### src/rtl/segld_pkg.sv
package segld_pkg;
  localparam int TARGET_W = 2;
  localparam int SYSTYPE_W = 4;
  localparam int KIND_W = 4;

  typedef enum logic [TARGET_W-1:0] {
    SR_CS = 2'd0,
    SR_SS = 2'd1,
    SR_DS = 2'd2,
    SR_ES = 2'd3
  } seg_reg_e;

  typedef enum logic [KIND_W-1:0] {
    SK_NONE      = 4'd0,
    SK_TSS_AVAIL = 4'd1,
    SK_TSS_BUSY  = 4'd2,
    SK_LOCAL_TBL = 4'd3,
    SK_CALL_GATE = 4'd4,
    SK_TASK_GATE = 4'd5,
    SK_INT_GATE  = 4'd6,
    SK_TRAP_GATE = 4'd7,
    SK_RESERVED  = 4'd8
  } sys_kind_e;

  typedef struct packed {
    logic                 null_sel;
    logic                 present;
    logic                 sbit;
    logic                 exec;
    logic                 ce;
    logic                 rw;
    logic [SYSTYPE_W-1:0] systype;
  } attr_t;

  typedef struct packed {
    logic      ok;
    logic      gp;
    logic      np;
    sys_kind_e kind;
    logic      wide;
  } verdict_t;
endpackage

### src/rtl/segld_kind_decode.sv
module segld_kind_decode
  import segld_pkg::*;
(
  input  logic [SYSTYPE_W-1:0] code,
  output sys_kind_e            kind,
  output logic                 wide
);
  always_comb begin
    wide = 1'b0;
    unique case (code)
      4'h1: kind = SK_TSS_AVAIL;
      4'h9: begin kind = SK_TSS_AVAIL; wide = 1'b1; end
      4'h3: kind = SK_TSS_BUSY;
      4'hB: begin kind = SK_TSS_BUSY; wide = 1'b1; end
      4'h2: kind = SK_LOCAL_TBL;
      4'h4: kind = SK_CALL_GATE;
      4'hC: begin kind = SK_CALL_GATE; wide = 1'b1; end
      4'h5: kind = SK_TASK_GATE;
      4'h6: kind = SK_INT_GATE;
      4'hE: begin kind = SK_INT_GATE; wide = 1'b1; end
      4'h7: kind = SK_TRAP_GATE;
      4'hF: begin kind = SK_TRAP_GATE; wide = 1'b1; end
      default: kind = SK_RESERVED;
    endcase
  end
endmodule

### src/rtl/segld_rules.sv
module segld_rules
  import segld_pkg::*;
(
  input  seg_reg_e target,
  input  attr_t    attr,
  output verdict_t verdict
);
  sys_kind_e dec_kind;
  logic      dec_wide;
  logic      type_bad;
  logic      unused_ce;

  segld_kind_decode u_dec (
    .code (attr.systype),
    .kind (dec_kind),
    .wide (dec_wide)
  );

  // conforming / expand-down never changes the verdict
  assign unused_ce = attr.ce;

  always_comb begin
    unique case (target)
      SR_CS:   type_bad = !attr.exec;
      SR_SS:   type_bad = attr.exec || !attr.rw;
      default: type_bad = attr.exec && !attr.rw;
    endcase
  end

  always_comb begin
    verdict = '{ok: 1'b0, gp: 1'b0, np: 1'b0, kind: SK_NONE, wide: 1'b0};
    if (attr.null_sel) begin
      if (target == SR_DS || target == SR_ES) verdict.ok = 1'b1;
      else                                    verdict.gp = 1'b1;
    end else if (!attr.sbit) begin
      verdict.gp   = 1'b1;
      verdict.kind = dec_kind;
      verdict.wide = dec_wide;
    end else if (type_bad) begin
      verdict.gp = 1'b1;
    end else if (!attr.present) begin
      verdict.np = 1'b1;
    end else begin
      verdict.ok = 1'b1;
    end
  end
endmodule

### src/rtl/segld_check.sv
module segld_check
  import segld_pkg::*;
(
  input  logic                 clk,
  input  logic                 rst_n,
  input  logic                 in_valid,
  output logic                 in_ready,
  input  logic [TARGET_W-1:0]  in_target,
  input  logic                 in_null,
  input  logic                 in_present,
  input  logic                 in_sbit,
  input  logic                 in_exec,
  input  logic                 in_ce,
  input  logic                 in_rw,
  input  logic [SYSTYPE_W-1:0] in_systype,
  output logic                 out_valid,
  input  logic                 out_ready,
  output logic                 out_ok,
  output logic                 out_gp,
  output logic                 out_np,
  output logic [KIND_W-1:0]    out_kind,
  output logic                 out_wide
);
  attr_t    attr;
  verdict_t next_v;
  verdict_t res_q;
  logic     valid_q;
  logic     take;

  assign attr = '{null_sel: in_null, present: in_present, sbit: in_sbit,
                  exec: in_exec, ce: in_ce, rw: in_rw, systype: in_systype};

  segld_rules u_rules (
    .target  (seg_reg_e'(in_target)),
    .attr    (attr),
    .verdict (next_v)
  );

  assign in_ready = !valid_q || out_ready;
  assign take     = in_valid && in_ready;

  always_ff @(posedge clk) begin
    if (!rst_n) begin
      valid_q <= 1'b0;
      res_q   <= '0;
    end else begin
      if (take) begin
        valid_q <= 1'b1;
        res_q   <= next_v;
      end else if (out_ready) begin
        valid_q <= 1'b0;
      end
    end
  end

  assign out_valid = valid_q;
  assign out_ok    = res_q.ok;
  assign out_gp    = res_q.gp;
  assign out_np    = res_q.np;
  assign out_kind  = res_q.kind;
  assign out_wide  = res_q.wide;

  p_latency_r1: assert property (@(posedge clk) disable iff (!rst_n)
    $past(in_valid && in_ready) |-> out_valid);

  p_hold_r2: assert property (@(posedge clk) disable iff (!rst_n)
    $past(out_valid && !out_ready) |->
      out_valid && $stable({out_ok, out_gp, out_np, out_kind, out_wide}));

  p_one_verdict_r3: assert property (@(posedge clk) disable iff (!rst_n)
    out_valid |-> $countones({out_ok, out_gp, out_np}) == 1);

  p_null_r4: assert property (@(posedge clk) disable iff (!rst_n)
    $past(in_valid && in_ready && in_null) |-> (out_ok == $past(in_target[1])));

  p_system_gp_r5: assert property (@(posedge clk) disable iff (!rst_n)
    $past(in_valid && in_ready && !in_null && !in_sbit) |-> out_gp);

  p_ss_writable_r7: assert property (@(posedge clk) disable iff (!rst_n)
    $past(in_valid && in_ready && !in_null && in_target == 2'd1) && out_ok
      |-> $past(!in_exec && in_rw));

  p_absent_r9: assert property (@(posedge clk) disable iff (!rst_n)
    $past(in_valid && in_ready && !in_null && !in_present) |-> !out_ok);
endmodule

### config.mk
export PLATFORM = sky130hd
export DESIGN_NAME = segld_check
export DESIGN_NICKNAME = d
export VERILOG_FILES = /design/src/rtl/segld_pkg.sv /design/src/rtl/segld_kind_decode.sv /design/src/rtl/segld_rules.sv /design/src/rtl/segld_check.sv
export SDC_FILE = /design/constraint.sdc
export NUM_CORES = 1
export LEC_CHECK = 0
export ABC_AREA = 1
export BUFFER_PORTS_ARGS = -buffer_cell sky130_fd_sc_hd__buf_2
export CORE_AREA = 2 2 39 41
export CTS_BUF_LIST = sky130_fd_sc_hd__clkbuf_4 sky130_fd_sc_hd__clkbuf_8
export CTS_CLUSTER_DIAMETER = 200
export DETAILED_ROUTE_END_ITERATION = 12
export DIE_AREA = 0 0 41 43
export PLACE_DENSITY = 0.65
export SLEW_MARGIN = 20
export SYNTH_ARGS = -nofsm -noshare
export SYNTH_HDL_FRONTEND = slang
export SYNTH_SLANG_ARGS = --single-unit
### constraint.sdc
create_clock -name clk -period 1.3 [get_ports clk]
set_input_delay 0 -clock clk [delete_from_list [all_inputs] [get_ports clk]]
set_output_delay 0 -clock clk [all_outputs]
set_load 0.02 [all_outputs]
==> results.toml, run 1 <==
[flow_run]
max_cap_viol_count = 0

[detailed_routing]
highest_layer = "met4"
drt_first_pass_iters = 4
vias_per_cell = 4.696
wl_met1_um = 495
wirelength_mm = 1.073
drt_iter0_drc = 9
wl_met3_um = 71
detail-route-antenna-nets = 0
via_count = 540
drt-wirelength-per-cell_um = 9.330
met2_length_um = 466
drcViolationCount = 0

[die]
die_h_um = 43
coreArea_mm2 = 0.001384
die_w_um = 41
rows = 14
dieArea_mm2 = 0.001763
initial_core_util = 0.3653
io_pins = 26

[synth]
synthCells = 71
avgSynthCellArea_um2 = 7.120
synth.distinct_cells = 18
synth_top_cell_area_share = 0.3564
synth_warnings = 0
synth_nets = 87
seq_area_frac_synth = 0.3564
synth_edf_count = 0
synthArstFlopShare = 0
netlist_top_cells_count = "nand2_1, a21oi_1, dfxtp_1, inv_1, nand3_1"
synth_seq_cells = 9
synth_most_common_cell = "nand2_1"
netlist_top_cells_area = "dfxtp_1, nand2_1, a21oi_1"
synth_ff_type = "dfxtp_1"
yosysTopAreaCell = "dfxtp_1"
synth_area_um2 = 505.5

[critical_path]
crit_chain = "nand2_4 -> nand2_4 -> nor3_2 -> nand3_1 -> a21oi_1"
critPathCapture = "out_kind[3]"
critPathLaunchType = "flip-flop"
slowest_delay_ns = 0.33
cp-end-kind = "flip-flop"
r2r_slack_ns = 0.24
crit_fanout = 11
r2r_start = "out_valid"
crit_required_ns = 1.49
r2r_end = "out_kind[3]"
worstPathArrival_ns = 1.26
crit_top_cell = "nand2_4"
slowest_stage = "dfxtp_1"
critPathKind = "flip-flop to flip-flop"
worstSetupStartpoint = "out_valid"
reg2reg_depth = 5

[timing]
tightestPinTransition_ns = 0.2459
fin_ws_ns = 0.2377
slew_headroom = 0.8352
tns_ns = 0
drv_slew = 0
setup_viol = 0
hold_ws_ns = 0.02782
rsz0062_at_grt = "no"
max_freq_mhz = 941.3
period_minus_slack_ns = 1.062
finalHoldViolCount = 0
fin_skew_ns = 0.006293
period_share = 0.8172

[clock_tree]
ctsHoldBuffers = 1
htree_levels = 1
clock-root-buffer = "clkbuf_4"
path_clk_slew_ns = 0.06
post_cts_buffers = 0
cts-resized-gates = 0
cts.sinks = 9
tritoncts = "yes"
numCtsBuffers = 3
cts_max_path_buffers = 2
clkLatencyLatePin_ns = 0.27

[pwr]
p_int_mw = 0.4857
p_sw_frac = 0.2917
powerDensity_mw_per_mm2 = 1022
combinationalPowerShare = 0.215
leakagePower_nw = 0.3503
p_clk_frac = 0.353
irDropWorstVdd_v = 0.0003277
pwr-share-seq = 0.432
finalPower_mw = 0.6857
power_switching_mw = 0.2000

[grt]
grt_max_degree = 12
first_global_vias = 429
grt_usage = 0.1443
antenna_found_initial = 0
grt_pass1_wl_mm = 1.676
grt-ovfl-total = 0

[run_status]
outcome = "completed"

[layout]
nNetsFinal = 116
antenna_cells = 0
syn_to_final_growth_pct = 32.67
fin_area_um2 = 670.6
fillers = 143
drive_gt1_frac = 0.3838
finalNonFillerCells = 115
fin_util = 0.4846

[placement]
dpl_cell_area_um2 = 630.6
numPortBuffers = 24
dp_slack_ns = 0.2394
dp_hpwl_um = 862.3
dp.cells = 110
place_congestion = 0.7793

[hold_path]
min_path_type = "input pin to flip-flop"
cells by family after synthesis:
family / share of synthesized area
AOI/OAI and AO/OA: 0.2500
and+or+nand+nor: 0.2747
DFF: 0.3564
buffers and inverters: 0.1188
sequential cells by signal, indices dropped and copies added (netlist names):
signal     count
out_kind       4
out_gp         1
out_np         1
out_ok         1
out_valid      1
out_wide       1
placed cells by master (no fill, tap or decap):
cell type and count:
buf_2 24, nand2_1 17, nand3_1 4, nand2_4 2, clkbuf_4 4, nor3_2 1
o21bai_1 1, dlygate4sd3_1 1, inv_1 9, a21oi_1 11, a21oi_2 1, o21ai_2 1
o211ai_1 2, o21ai_1 3, nor2_1 3, inv_2 3, dfxtp_1 9, nand2_2 1
nor3_1 1, a21oi_4 1
how the worst min path moves through the flow:
stage | cells past startpoint | start | endpoint
after global placement | 3 | rst_n | out_ok
after CTS | 4 | out_ready | out_valid
after detailed placement | 3 | rst_n | out_ok
after floorplan | 2 | out_ready | in_ready
after global routing | 4 | out_ready | out_valid
final | 4 | out_ready | out_valid
cell type report:
class / instances / area (µm²) / share of cell area
Clock buffer: 4 / 30.03 / 0.04478
Inverter: 12 / 45.04 / 0.06716
Multi-Input combinational cell: 49 / 265.3 / 0.3955
Sequential cell: 9 / 180.2 / 0.2687
Tap cell: 16 / 20.02 / 0.02985
Timing Repair Buffer: 25 / 130.1 / 0.1940
layer usage:
| metal | vias to the layer above | GRT usage |
|---|---|---|
| met5 | - | 0 |
| met2 | 21 | 0.1844 |
| met1 | 227 | 0.1863 |
| li1 | 287 | - |
| met3 | 5 | 0.04712 |
| met4 | 0 | 0.1200 |
power groups by stage:
stage | sequential (mW) | clock (mW) | combinational, mW
6_report | 0.297 | 0.242 | 0.147
5_1_grt | 0.298 | 0.261 | 0.165
4_1_cts | 0.297 | 0.245 | 0.148
3_5_place_dp | 0.303 | 0 | 0.146
3_3_place_gp | 0.303 | 0 | 0.143
2_1_floorplan | 0.320 | 0 | 0.0763
worst max-delay path: cells and delay by family (launching register included):
family	cells	cell delay, ns
flops	1	0.33
simple gates	4	0.52
compound gates	1	0.14
(Power assumes the default switching activity.)
==> inputs of run 2 (changes only) <==
==> constraint.sdc (replaced) <==
create_clock -name clk -period 1.1 [get_ports clk]
set_input_delay 0 -clock clk [delete_from_list [all_inputs] [get_ports clk]]
set_output_delay 0 -clock clk [all_outputs]
set_load 0.02 [all_outputs]
==> run 2 against run 1 <==
  * Combinational power rose by 20%
  * Final cell count did not move
  * Largest cell class unchanged
  * Highest routed layer unchanged
  * Clock power rose by 17%
  * Non-clock buffer count did not move
  * Hold slack got worse by 0.0099 ns
  * Worst setup slack got worse by 0.14 ns
  * Die area did not move
  * Largest power group unchanged
==> results.toml, run 2 (synthesis results as in run 1) <==
[timing]
period_minus_slack_ns = 1.007
finalHoldViolCount = 0
period_share = 0.9150
slew_headroom = 0.8437
drv_slew = 0
setup_viol = 0
max_freq_mhz = 993.5
fin_ws_ns = 0.09345
fin_skew_ns = 0.007310
tightestPinTransition_ns = 0.2341
tns_ns = 0
rsz0062_at_grt = "no"

[critical_path]
worstPathArrival_ns = 1.20
critPathLaunchType = "flip-flop"
crit_fanout = 11
critPathKind = "flip-flop to flip-flop"
cp-end-kind = "flip-flop"
crit_required_ns = 1.29

[run_status]
outcome = "completed"

[die]
io_pins = 26
initial_core_util = 0.3653
coreArea_mm2 = 0.001384
rows = 14
die_w_um = 41
dieArea_mm2 = 0.001763
die_h_um = 43

[clock_tree]
cts_max_path_buffers = 2
htree_levels = 1
clkLatencyLatePin_ns = 0.26
cts.sinks = 9
numCtsBuffers = 3
path_clk_slew_ns = 0.06
clock-root-buffer = "clkbuf_4"
tritoncts = "yes"
post_cts_buffers = 0

[layout]
fin_util = 0.4901
drive_gt1_frac = 0.3939
syn_to_final_growth_pct = 34.16
nNetsFinal = 116
layout_common_cells = "buf_2, nand2_1, a21oi_1"
finalNonFillerCells = 115
antenna_cells = 0
layout_commonest_cell = "buf_2"
largest_reg_flops = 4

[detailed_routing]
vias_per_cell = 4.522
wirelength_mm = 1.091
drt_first_pass_iters = 4
drcViolationCount = 0
detail-route-antenna-nets = 0
via_count = 520
drt-wirelength-per-cell_um = 9.487
drt_iter0_drc = 17

[grt]
grt_max_degree = 12
antenna_found_initial = 0
grt_usage = 0.1571
grt-ovfl-total = 0
grt_pass1_wl_mm = 1.890
first_global_vias = 487

[pwr]
leakagePower_nw = 0.3530
powerDensity_mw_per_mm2 = 1196
irDropWorstVdd_v = 0.0005397

[flow_run]
max_cap_viol_count = 0

[placement]
dp.cells = 110
dp_hpwl_um = 872.7
place_congestion = 0.7410
dp_slack_ns = 0.06898
numPortBuffers = 24

[hold_path]
min_path_type = "input pin to flip-flop"
[run 2: power by group]
group          internal [mW]  switching [mW]
logic                 0.0678           0.109
registers              0.343         0.00859
clock network          0.164           0.118
[run 2: worst max-delay path: stages, from the launching register on]
cell     delay, ns
dfxtp_2       0.34
nand2_4       0.08
nand2_4       0.11
nor3_4        0.18
nand3_1       0.10
a21oi_1       0.12
[run 2: layout make-up]
type | count | area [µm²]
clock buffer | 4 | 30.03
fill | 142 | 705.7
inverter | 12 | 45.04
multi-input combinational | 49 | 271.5
sequential | 9 | 181.4
tap | 16 | 20.02
timing repair buffer | 25 | 130.1
[run 2: path summary, 6_finish.rpt]
kind               startpoint           to  slack [ns]  cells past startpoint
hold / removal      out_ready    out_valid        0.02                      4
hold reg to reg   out_kind[2]  out_kind[2]        0.46                      2
setup reg to reg    out_valid  out_kind[3]        0.09                      5
setup / recovery    out_valid  out_kind[3]        0.09                      5
[run 2: per-stage QoR]
stage	cell area [µm²]	power (mW)	hold WS (ns)
2_1_floorplan	506.7	0.4695	0.1137
3_3_place_gp	631.9	0.5270	0.2679
3_5_place_dp	631.9	0.5316	0.2698
4_1_cts	671.9	0.8166	0.01875
5_1_grt	678.2	0.8668	0.04997
6_report	678.2	0.8109	0.01794
[run 2: what timing repair did]
item                                   in CTS  in global routing
hold buffers                                1                  0
gates resized for setup                     0                  1
setup endpoints to repair                   0                  4
endpoints found under the hold margin       1                  0
[run 2: layer usage]
metal  vias to the layer above  track usage  routed length [µm]
met5                         -            0                   0
met2                        21       0.2250                 499
met4                         0       0.1000                  21
li1                        285            -                   -
met3                         3      0.03141                  59
met1                       211       0.2045                 510
